===== src/rtl/picw_pkg.sv =====
package picw_pkg;
    localparam int BYTE_W = 8;
    localparam int LINE_W = $clog2(BYTE_W);
    localparam int BASE_W = BYTE_W - LINE_W;

    // Bit positions that select command classes and fields
    localparam int B_START   = 4;
    localparam int B_RCTL    = 3;
    localparam int B_NEED4   = 0;
    localparam int B_SINGLE  = 1;
    localparam int B_LEVEL   = 3;
    localparam int B_NESTED  = 4;
    localparam int B_AEOI    = 1;
    localparam int B_POLL    = 2;
    localparam int B_RSEL_EN = 1;
    localparam int B_RSEL    = 0;
    localparam int B_SMM_EN  = 6;
    localparam int B_SMM     = 5;

    typedef enum logic [1:0] {
        SEQ_RUN  = 2'd0,
        SEQ_BASE = 2'd1,
        SEQ_CASC = 2'd2,
        SEQ_MODE = 2'd3
    } seq_state_e;

    typedef enum logic [2:0] {
        OP_ROT_CLR  = 3'd0,
        OP_EOI_NS   = 3'd1,
        OP_NOP      = 3'd2,
        OP_EOI_SP   = 3'd3,
        OP_ROT_SET  = 3'd4,
        OP_ROT_NS   = 3'd5,
        OP_SET_PRIO = 3'd6,
        OP_ROT_SP   = 3'd7
    } prio_op_e;
endpackage


===== src/rtl/picw_init_seq.sv =====
module picw_init_seq
    import picw_pkg::*;
(
    input  logic              clk,
    input  logic              rst_n,
    input  logic              start_wr,
    input  logic              tail_wr,
    input  logic [BYTE_W-1:0] wdata,
    output logic              run,
    output logic              init_clr,
    output logic [BASE_W-1:0] vec_base,
    output logic              nested_mode,
    output logic              auto_eoi,
    output logic              cfg_error
);
    seq_state_e cur_q, nxt;
    logic       need4_q;
    logic       unused_bits;

    assign unused_bits = wdata[2];
    assign run         = (cur_q == SEQ_RUN);

    always_comb begin
        nxt = cur_q;
        if (start_wr) begin
            nxt = SEQ_BASE;
        end else if (tail_wr) begin
            unique case (cur_q)
                SEQ_RUN:  nxt = SEQ_RUN;
                SEQ_BASE: nxt = SEQ_CASC;
                SEQ_CASC: nxt = need4_q ? SEQ_MODE : SEQ_RUN;
                SEQ_MODE: nxt = SEQ_RUN;
            endcase
        end
    end

    always_ff @(posedge clk or negedge rst_n) begin
        if (!rst_n) cur_q <= SEQ_RUN;
        else        cur_q <= nxt;
    end

    always_ff @(posedge clk or negedge rst_n) begin
        if (!rst_n) begin
            init_clr    <= 1'b0;
            need4_q     <= 1'b0;
            cfg_error   <= 1'b0;
            vec_base    <= '0;
            nested_mode <= 1'b0;
            auto_eoi    <= 1'b0;
        end else begin
            init_clr <= start_wr;
            if (start_wr) begin
                need4_q     <= wdata[B_NEED4];
                cfg_error   <= wdata[B_SINGLE] | wdata[B_LEVEL];
                vec_base    <= '0;
                nested_mode <= 1'b0;
                auto_eoi    <= 1'b0;
            end else if (tail_wr) begin
                unique case (cur_q)
                    SEQ_BASE: vec_base <= wdata[BYTE_W-1:LINE_W];
                    SEQ_MODE: begin
                        nested_mode <= wdata[B_NESTED];
                        auto_eoi    <= wdata[B_AEOI];
                    end
                    default: ;
                endcase
            end
        end
    end

    // the mode-word state is only reachable when a mode word was requested
    a_r6_mode_needs_flag: assert property (@(posedge clk) disable iff (!rst_n)
        (cur_q == SEQ_MODE) |-> need4_q);
endmodule


===== src/rtl/picw_cmd_dec.sv =====
module picw_cmd_dec
    import picw_pkg::*;
(
    input  logic              clk,
    input  logic              rst_n,
    input  logic              wr_en,
    input  logic              addr,
    input  logic [BYTE_W-1:0] wdata,
    input  logic              run,
    input  logic              poll_take,
    output logic              start_wr,
    output logic              tail_wr,
    output logic [BYTE_W-1:0] mask_bits,
    output logic              rd_svc,
    output logic              special_mask,
    output logic              rotate_aeoi,
    output logic              poll_pend,
    output logic              cmd_vld,
    output logic [2:0]        cmd_op,
    output logic [LINE_W-1:0] cmd_line
);
    logic     rctl_wr, prio_wr, poll_arm;
    prio_op_e code;

    assign code     = prio_op_e'(wdata[BYTE_W-1:BYTE_W-3]);
    assign start_wr = wr_en && !addr && wdata[B_START];
    assign rctl_wr  = wr_en && !addr && !wdata[B_START] && wdata[B_RCTL];
    assign prio_wr  = wr_en && !addr && !wdata[B_START] && !wdata[B_RCTL];
    assign tail_wr  = wr_en && addr;
    assign poll_arm = rctl_wr && wdata[B_POLL];

    always_ff @(posedge clk or negedge rst_n) begin
        if (!rst_n) begin
            mask_bits    <= '0;
            rd_svc       <= 1'b0;
            special_mask <= 1'b0;
            rotate_aeoi  <= 1'b0;
            poll_pend    <= 1'b0;
            cmd_vld      <= 1'b0;
            cmd_op       <= '0;
            cmd_line     <= '0;
        end else begin
            cmd_vld <= 1'b0;
            if (start_wr) begin
                mask_bits    <= '0;
                rd_svc       <= 1'b0;
                special_mask <= 1'b0;
                rotate_aeoi  <= 1'b0;
                poll_pend    <= 1'b0;
            end else begin
                if (tail_wr && run) mask_bits <= wdata;
                if (rctl_wr && wdata[B_RSEL_EN]) rd_svc <= wdata[B_RSEL];
                if (rctl_wr && wdata[B_SMM_EN]) special_mask <= wdata[B_SMM];
                if (poll_arm)       poll_pend <= 1'b1;
                else if (poll_take) poll_pend <= 1'b0;
                if (prio_wr) begin
                    unique case (code)
                        OP_ROT_CLR, OP_ROT_SET: rotate_aeoi <= wdata[BYTE_W-1];
                        OP_NOP: ;
                        default: begin
                            cmd_vld  <= 1'b1;
                            cmd_op   <= code;
                            cmd_line <= wdata[LINE_W-1:0];
                        end
                    endcase
                end
            end
        end
    end

    // the mask only moves on a write
    a_r7_mask_hold: assert property (@(posedge clk) disable iff (!rst_n)
        !wr_en |=> $stable(mask_bits));
    // rotate-setting codes and the no-op never reach the core
    a_r8_op_legal: assert property (@(posedge clk) disable iff (!rst_n)
        cmd_vld |-> (cmd_op != 3'd0 && cmd_op != 3'd2 && cmd_op != 3'd4));
    // reading a poll answer ends the poll unless it is re-armed at once
    a_r11_poll_ends: assert property (@(posedge clk) disable iff (!rst_n)
        (poll_take && !poll_arm && !start_wr) |=> !poll_pend);
endmodule


===== src/rtl/picw_rd_mux.sv =====
module picw_rd_mux
    import picw_pkg::*;
(
    input  logic              rd_en,
    input  logic              addr,
    input  logic [BYTE_W-1:0] mask_bits,
    input  logic [BYTE_W-1:0] req_bits,
    input  logic [BYTE_W-1:0] svc_bits,
    input  logic              rd_svc,
    input  logic              poll_pend,
    input  logic              poll_hit,
    input  logic [LINE_W-1:0] poll_line,
    output logic              poll_take,
    output logic [BYTE_W-1:0] rdata
);
    logic [BYTE_W-1:0] poll_byte;

    assign poll_byte = poll_hit ? {1'b1, {(BYTE_W-1-LINE_W){1'b0}}, poll_line} : '0;
    assign poll_take = rd_en && !addr && poll_pend;

    always_comb begin
        if (addr)           rdata = mask_bits;
        else if (poll_pend) rdata = poll_byte;
        else if (rd_svc)    rdata = svc_bits;
        else                rdata = req_bits;
    end
endmodule


===== src/rtl/picw_top.sv =====
module picw_top
    import picw_pkg::*;
(
    input  logic              clk,
    input  logic              rst_n,
    input  logic              wr_en,
    input  logic              rd_en,
    input  logic              addr,
    input  logic [BYTE_W-1:0] wdata,
    output logic [BYTE_W-1:0] rdata,
    input  logic [BYTE_W-1:0] req_bits,
    input  logic [BYTE_W-1:0] svc_bits,
    input  logic              poll_hit,
    input  logic [LINE_W-1:0] poll_line,
    output logic              poll_ack,
    output logic              init_clr,
    output logic              cmd_vld,
    output logic [2:0]        cmd_op,
    output logic [LINE_W-1:0] cmd_line,
    output logic [BYTE_W-1:0] mask_bits,
    output logic [BASE_W-1:0] vec_base,
    output logic              nested_mode,
    output logic              auto_eoi,
    output logic              rotate_aeoi,
    output logic              special_mask,
    output logic              cfg_error
);
    logic start_wr, tail_wr, run, rd_svc, poll_pend;

    picw_cmd_dec u_dec (
        .clk, .rst_n, .wr_en, .addr, .wdata, .run,
        .poll_take(poll_ack), .start_wr, .tail_wr, .mask_bits, .rd_svc,
        .special_mask, .rotate_aeoi, .poll_pend, .cmd_vld, .cmd_op, .cmd_line
    );

    picw_init_seq u_seq (
        .clk, .rst_n, .start_wr, .tail_wr, .wdata, .run, .init_clr,
        .vec_base, .nested_mode, .auto_eoi, .cfg_error
    );

    picw_rd_mux u_mux (
        .rd_en, .addr, .mask_bits, .req_bits, .svc_bits, .rd_svc, .poll_pend,
        .poll_hit, .poll_line, .poll_take(poll_ack), .rdata
    );

    // when the core is told to clear, the interface fields are already clear
    a_r2_clear_seen: assert property (@(posedge clk) disable iff (!rst_n)
        init_clr |-> (mask_bits == '0 && vec_base == '0 && !nested_mode &&
                      !auto_eoi && !rotate_aeoi && !special_mask));
endmodule


===== config.mk =====
export PLATFORM = sky130hd
export DESIGN_NAME = picw_top
export DESIGN_NICKNAME = d
export VERILOG_FILES = /design/src/rtl/picw_pkg.sv /design/src/rtl/picw_init_seq.sv /design/src/rtl/picw_cmd_dec.sv /design/src/rtl/picw_rd_mux.sv /design/src/rtl/picw_top.sv
export SDC_FILE = /design/constraint.sdc
export NUM_CORES = 1
export LEC_CHECK = 0
export BUFFER_PORTS_ARGS = -buffer_cell sky130_fd_sc_hd__buf_2
export CAP_MARGIN = 5
export CORE_MARGIN = 1
export CORE_UTILIZATION = 47
export DETAILED_ROUTE_END_ITERATION = 8
export GPL_TIMING_DRIVEN = 0
export PLACE_DENSITY = 0.86
export SYNTH_ARGS = -nofsm -noshare
export SYNTH_HDL_FRONTEND = slang
export SYNTH_SLANG_ARGS = --single-unit

===== constraint.sdc =====
create_clock -name clk -period 1.89 [get_ports clk]
set_input_delay 0.2835 -clock clk [delete_from_list [all_inputs] [get_ports clk]]
set_output_delay 0.2835 -clock clk [all_outputs]
set_load 0.01 [all_outputs]

-- After elaboration in Yosys (flattened, before gate mapping)
Cells that the tools add are included.
W data, S select, Z words.
- bitwise logic cells: 3
- muxes and demuxes: 32
- reductions and logical operators: 33
- equality and inequality tests: 5
- operator list (operator ; number):
    $mux W8 ; 6
    $mux W1 ; 19
    $reduce_bool A2 Y1 ; 8
    $mux W5 ; 3
    $logic_and A1 B1 Y1 ; 12
    $mux W2 ; 3
    $pmux W2 S3 ; 1
    $reduce_and A2 Y1 ; 3
    $eq A2 B2 Y1 const B ; 2
    $reduce_or A2 Y1 ; 2
    $eq A3 B2 Y1 const B ; 1
    $eq A3 B3 Y1 const B ; 1
    $logic_not A1 Y1 ; 3
    $logic_not A3 Y1 ; 1
    $reduce_and A3 Y1 ; 1
    $reduce_bool A3 Y1 ; 1
    $reduce_or A3 Y1 ; 1
    $eq A2 B1 Y1 const B ; 1
    $logic_not A2 Y1 ; 1
    $not A1 Y1 ; 2
    $or A1 B1 Y1 ; 1
- register bits: 31
- input port bits: 33
- output and inout bits: 35
- word-level logic and storage cells: 88

-- Longest topological paths before layout
Gate-level depths: netlist of run 1.
- depth after elaboration: 7
- gate-level depth with buffers: 5
- gate-level depth less buffers: 4

-- Modules after synthesis
From an unflattened synthesis of run 1, not the netlist that was laid out.
- cells, all modules: 166
- area, all modules: 1848.0 µm²
- modules (own cells, without submodules) (module ; area each (µm²) ; cells an instance ; seq. area each (µm²) ; times used):
    picw_cmd_dec ; 900.9 ; 79 ; 475.5 ; 1
    picw_init_seq ; 673.1 ; 53 ; 300.3 ; 1
    picw_rd_mux ; 274.0 ; 34 ; 0.0 ; 1

-- Least setup slack after synthesis of run 1
Ideal clock, no wire load.
- path kind: input -> register
- from: in wdata[4]
- to: reg u_dec.cmd_line[0]
- required time: 1.763 ns
- library setup time: 0.127 ns
- path slack: 0.331 ns
- cell stages on the path: 4
- buffers on the path: 1
- arrival time: 1.431 ns
- cells stage by stage: buf_6 -> or4b_4 -> nor2_8 -> mux2_1
- longest elaborated chain between the ends: 4
- elaborated cells on any way between the ends: 6
- those cells by class: bitwise: 1; reduce/logical: 5
- RTL lines (element ; RTL line ; RTL):
    from (decl) ; picw_top.sv:9 ; input logic [BYTE_W-1:0] wdata,
    $logic_not A1 Y1 ; picw_cmd_dec.sv:28 ; assign prio_wr = wr_en && !addr && !wdata[B_START] && !wdata[B_RCTL];
    $logic_and A1 B1 Y1 (2 in a row) ; picw_cmd_dec.sv:28 ;
    $reduce_and A3 Y1 (no line) * ; -- ;
    to (signal assigned) ; picw_cmd_dec.sv:63 ; cmd_line <= wdata[LINE_W-1:0];
    to (decl) ; picw_cmd_dec.sv:20 ; output logic [LINE_W-1:0] cmd_line
Mark *: on every way between the ends. The rest lies on a longest branch, timed or not.
A chain may end at the register's enable or synchronous reset.

-- Worst setup path after layout of run 1
- from: reg u_dec.rd_svc
- to: out rdata[7]
- longest elaborated chain between the ends: 3
- RTL lines (element ; RTL line ; RTL):
    from (decl) ; picw_cmd_dec.sv:14 ; output logic rd_svc,
    from (signal assigned) ; picw_cmd_dec.sv:52 ; if (rctl_wr && wdata[B_RSEL_EN]) rd_svc <= wdata[B_RSEL];
    $mux W8 ; picw_rd_mux.sv:24 ; else if (rd_svc) rdata = svc_bits;
    $mux W8 ; picw_rd_mux.sv:23 ; else if (poll_pend) rdata = poll_byte;
    $mux W8 ; picw_rd_mux.sv:22 ; if (addr) rdata = mask_bits;
    to (decl) ; picw_top.sv:10 ; output logic [BYTE_W-1:0] rdata,
No other way between the ends.

==> results.cfg, run 1 <==
[run_status]
status = completed

[global_route]
grt_pass1_wl_um = 6230
gr-total-overflow = 0
grt_pass1_vias = 1315
grt_max_degree = 32
grt_usage_pct = 24.0
antenna_found_initial = 0

[yosys]
yosysSeqAreaShare_pct = 48.8
synth_edf_count = 0
syn_inst = 156
synth_top_area_share_pct = 48.8
ys_types = 37
synth_nets = 189
mappedNetlistArea_mm2 = 0.00159
yosysWarnings = 0
async_reset_ff_share_pct = 100
avgSynthCellArea_um2 = 10.2
synthFlopType = dfrtp_1
synth_seq_cells = 31
synth_area_leaders = dfrtp_1 49%, mux2i_1 12%, nand2_1 5.0%
yosys.area.top_type = dfrtp_1

[cts]
cts_inserted_buffers = 5
htree_levels = 2
clockBufferDepth = 2
cts_tree = done
path_clk_slew_ps = 90
clock_sinks = 31
clk-insertion-delay-late_ps = 340
ctsRootBufferMaster = clkbuf_4

[critical_path]
cp-end-kind = primary output
reg2reg_slack_ps = 360
r2r-end = u_dec.mask_bits[1]
endpoint = rdata[7]
arrival_ps = 1550
r2r-start = u_seq.cur_q[0]
critPathKind = register to primary output
setup.worst_path.start = u_dec.rd_svc
critPathLaunchType = register
critical_path.max_fanout = 6
reg2reg_depth = 5
worstPathRequired_ps = 1610

[route]
wl_met2_um = 1960
wl_per_cell_um = 14.8
routed_via_density = 5.45
drc_errors = 0
routed_wl_um = 4040
ant_nets = 0
topRoutingLayerUsed = met4
via_count = 1487
dr.first_iter.drc_count = 61
drtPass1Iterations = 4
wl_met1_um = 1760
met3_wirelength_um = 255

[cells_and_area]
n_antenna_cell = 0
layout.nets = 261
stdcell_count = 273
final_common_cell = buf_2
final_cell_mix = 67 x buf_2, 31 x dfrtp_1, 21 x nand2_1, 17 x mux2i_1
nFillCells = 265
drive_above_1_share_pct = 37.6
syn_to_final_growth_pct = 29.7

[sta]
min_period_ps = 1830
whs_ps = 189
maxSlewHeadroom_pct = 56.1
fmax_ghz = 0.546
setup_tns_ps = 0
setup_slack_ps = 59.4
fin_crit_sh_pct = 96.9
finalSetupViolations = 0
fin_worst_skew_ps = 2.01
tightest_slew_ps = 659
rsz0062_at_grt = false
final-hold-violation-count = 0
slew_violations = 0

[floorplan]
num_rows = 20
die_y_um = 60.1
chipWidth_um = 60.1
fp.coreArea_mm2 = 0.00313
io_pins = 68
die_area_mm2 = 0.00362
start_util_pct = 50.8

[power]
seqPwrFrac_pct = 45.9
p_sw_w = 0.000616
irDropWorstVdd_v = 0.000607
p_int_w = 0.00128
p_leak_nw = 1.08
power.total_w = 0.00189
clkPwrFrac_pct = 23.5
p_per_area_mw_per_mm2 = 918
p_sw_share_pct = 32.5
p_comb_share_pct = 30.6

[placement]
io_buffers = 64
dp.cells = 264
dp_slack_ps = 96.5
gp_congestion = 0.797
dp_hpwl_um = 2950

[job]
maxCapViolCount = 0

[hold_path]
hp-class = input pin to register
-- layer usage --
layer  up-vias  global-route usage, %
met5         -                      0
met3         9                   8.01
met1       728                   31.0
met2        55                   37.5
met4         0                   7.97
li1        695                      -
-- state kept, by name, indices dropped and copies added, names as in the netlist, 2 cells and up --
signal           count
u_dec.cmd_line       3
u_seq.vec_base       5
u_seq.cur_q          2
u_dec.cmd_op         3
u_dec.mask_bits      8
-- power groups by stage --
stage	Sequential (W)	Clock (W)	Combinational, W
floorplan	0.000915	0	0.000287
global placement	0.000869	0	0.000565
detailed placement	0.000873	0	0.000580
CTS	0.000861	0.000446	0.000584
global route	0.000886	0.000477	0.000641
finish	0.000869	0.000444	0.000579
-- through the flow --
stage / utilization (%) / area, µm²
after CTS: 65.4 / 2050
after global placement: 62.8 / 1960
after detailed placement: 62.8 / 1960
final: 65.9 / 2060
after floorplan: - / 1590
after global routing: 65.9 / 2060
-- area by class of cell --
cell class	count	area, µm²	share of cell area (%)
multi-input combinational	109	748	36.3
clock buffer	8	68.8	3.34
timing repair buffer	66	338	16.4
sequential	31	776	37.6
inverter	4	15.0	0.729
buffer	11	60.1	2.91
tap	44	55.1	2.67
-- cell families after synthesis --
| group | Yosys count | synth area share, % |
|---|---|---|
| flip-flops | 31 | 48.8 |
| buffers and inverters | 16 | 4.57 |
| AO/OA/AOI/OAI | 29 | 11.7 |
| multiplexers | 26 | 16.9 |
| AND/OR/NAND/NOR | 54 | 18.0 |
-- critical path, cell delays in order, from the launching register on --
cell and delay, ps:
dfrtp_1 360, buf_6 140, mux2i_2 240, o21ai_1 80, mux2_2 260, buf_2 140
-- cells in the mapped netlist, drive strengths merged (3+ instances only) --
library cell  number
mux2               7
nand3              5
clkbuf             6
dfrtp             31
mux2i             19
buf                6
nand3b             3
inv                4
nand2             21
o21ai             15
nor2              14
-- how the worst min path moves through the flow --
stage          startpoint            endpoint  slack [ps]  depth (start not counted)
3_5_place_dp        rst_n  u_dec.mask_bits[4]         360                          1
4_1_cts          wdata[4]  u_dec.mask_bits[4]         190                          3
5_1_grt          wdata[2]     u_dec.poll_pend         190                          3
3_3_place_gp        rst_n  u_dec.mask_bits[4]         350                          1
6_report         wdata[4]  u_dec.mask_bits[4]         190                          3
2_1_floorplan       rst_n   u_dec.cmd_line[0]         -10                          0
-- timing repair --
action / CTS / global route
endpoints found under the hold margin: 31 / 0
gates resized for setup: 1 / 3
hold buffers: 1 / 0
setup buffers: 0 / 1
setup endpoints to repair: 4 / 4
cloned: 0 / 0
(Power assumes the default switching activity.)
==> run 2: changes to the inputs <==
Settings changed: CTS_BUF_LIST from default to sky130_fd_sc_hd__clkbuf_4 sky130_fd_sc_hd__clkbuf_8 sky130_fd_sc_hd__clkbuf_16.
==> run 2 against run 1 <==
  * Count of clock-buffer cells in the layout unchanged
  * Critical path depth did not move
  * Non-clock buffer count unchanged
  * Combinational power about the same
  * Register-to-register slack barely moved
  * Core utilization is 0.12 points higher
  * Sequential share of layout area fell by 0.068 points
  * Sequential power is essentially flat
  * Clock skew rose by 2.0 ps
==> results.cfg, run 2 (same netlist as run 1, synthesis figures left out) <==
[sta]
maxSlewHeadroom_pct = 56.0
rsz0062_at_grt = false
final-hold-violation-count = 0
min_period_ps = 1830
slew_violations = 0
fin_crit_sh_pct = 96.9
fin_worst_skew_ps = 3.96
fmax_ghz = 0.546
tightest_slew_ps = 660
finalSetupViolations = 0
setup_tns_ps = 0

[route]
via_count = 1485
routed_via_density = 5.44
ant_nets = 0
wl_per_cell_um = 14.8
drtPass1Iterations = 4
dr.first_iter.drc_count = 61
drc_errors = 0
routed_wl_um = 4030

[cts]
cts_tree = done
clockBufferDepth = 2
path_clk_slew_ps = 90
ctsRootBufferMaster = clkbuf_4
htree_levels = 2
clk-insertion-delay-late_ps = 340
cts_inserted_buffers = 5
clock_sinks = 31

[power]
p_leak_nw = 1.09
irDropWorstVdd_v = 0.000607
p_per_area_mw_per_mm2 = 924

[placement]
gp_congestion = 0.797
dp_hpwl_um = 2950
io_buffers = 64
dp.cells = 264

[critical_path]
critical_path.max_fanout = 6
cp-end-kind = primary output
critPathKind = register to primary output
crit_family = multiplexers
worstPathRequired_ps = 1610
critPathSlowestCell = dfrtp_1
arrival_ps = 1550
path_cells = buf_6 -> mux2i_2 -> o21ai_1 -> mux2_2 -> buf_2
max_stage_delay_ps = 360
critPathBufInv = 2
critPathLaunchType = register

[cells_and_area]
n_antenna_cell = 0
final_cell_mix = 67 x buf_2, 31 x dfrtp_1, 21 x nand2_1, 17 x mux2i_1
largest_reg_flops = 8
stdcell_count = 273
drive_above_1_share_pct = 38.0
top_register = u_dec.mask_bits
largestRegisters = u_dec.mask_bits: 8 flops, u_seq.vec_base: 5 flops
nFillCells = 264
layout.nets = 261
final_common_cell = buf_2
syn_to_final_growth_pct = 29.9

[floorplan]
io_pins = 68
start_util_pct = 50.8
num_rows = 20
die_area_mm2 = 0.00362
chipWidth_um = 60.1
fp.coreArea_mm2 = 0.00313
die_y_um = 60.1

[job]
maxCapViolCount = 0

[global_route]
grt_pass1_vias = 1315
gr-total-overflow = 0
grt_pass1_wl_um = 6230
grt_usage_pct = 24.0
grt_max_degree = 32
antenna_found_initial = 0

[hold_path]
hp-class = input pin to register

[run_status]
status = completed
-- run 2: what timing repair did --
action | in CTS | in global routing
hold buffers | 1 | 0
resized for setup | 1 | 3
endpoints found under the hold margin | 31 | 0
setup endpoints to repair | 4 | 4
buffers inserted | 0 | 1
-- run 2: per-stage QoR --
stage / worst slack, ps / total power (W) / cell area [µm²] / utilization (%) / hold WS (ps)
global route: 3.35 / 0.00202 / 2060 / 66.0 / 185
global placement: 107 / 0.00143 / 1960 / 62.8 / 352
detailed placement: 96.5 / 0.00145 / 1960 / 62.8 / 356
floorplan: 331 / 0.00120 / 1590 / - / -12.1
finish: 57.7 / 0.00191 / 2060 / 66.0 / 186
CTS: 22.1 / 0.00191 / 2050 / 65.5 / 190
-- run 2: report_power, final --
part	switching [W]	internal, W
Combinational	0.000307	0.000273
Clock	0.000226	0.000233
Sequential	0.0000843	0.000785
-- run 2: final timing paths --
path	slack (ps)	endpoint	startpoint	depth (start not counted)
worst max-delay path	60	rdata[7]	u_dec.rd_svc	5
worst min-delay path	190	u_dec.mask_bits[4]	wdata[4]	3
worst max register to register	360	u_dec.mask_bits[1]	u_seq.cur_q[0]	5
worst min register to register	470	u_seq.cfg_error	u_seq.cfg_error	2
max in group asynchronous	950	u_dec.cmd_op[2]	rst_n	2
min in group asynchronous	520	u_dec.mask_bits[3]	rst_n	2
-- run 2: worst min-delay path: cells and delay by family --
family / cells / cell delay (ps)
buffers and inverters: 1 / 110
and+or+nand+nor: 1 / 50
AOI/OAI and AO/OA: 1 / 50
-- run 2: metal layers --
metal | vias up | wire length [µm] | global-route usage (%)
li1 | 695 | - | -
met1 | 726 | 1770 | 31.0
met4 | 0 | 55 | 7.97
met5 | - | 0 | 0
met2 | 56 | 1950 | 37.5
met3 | 8 | 250 | 8.01
-- run 2: final cells by class --
class | instances | area, µm² | area share (%)
inverter | 4 | 15.0 | 0.727
sequential | 31 | 776 | 37.6
timing repair buffer | 66 | 338 | 16.4
buffer | 11 | 60.1 | 2.91
clock buffer | 8 | 72.6 | 3.52
multi-input combinational | 109 | 748 | 36.2
tap | 44 | 55.1 | 2.67
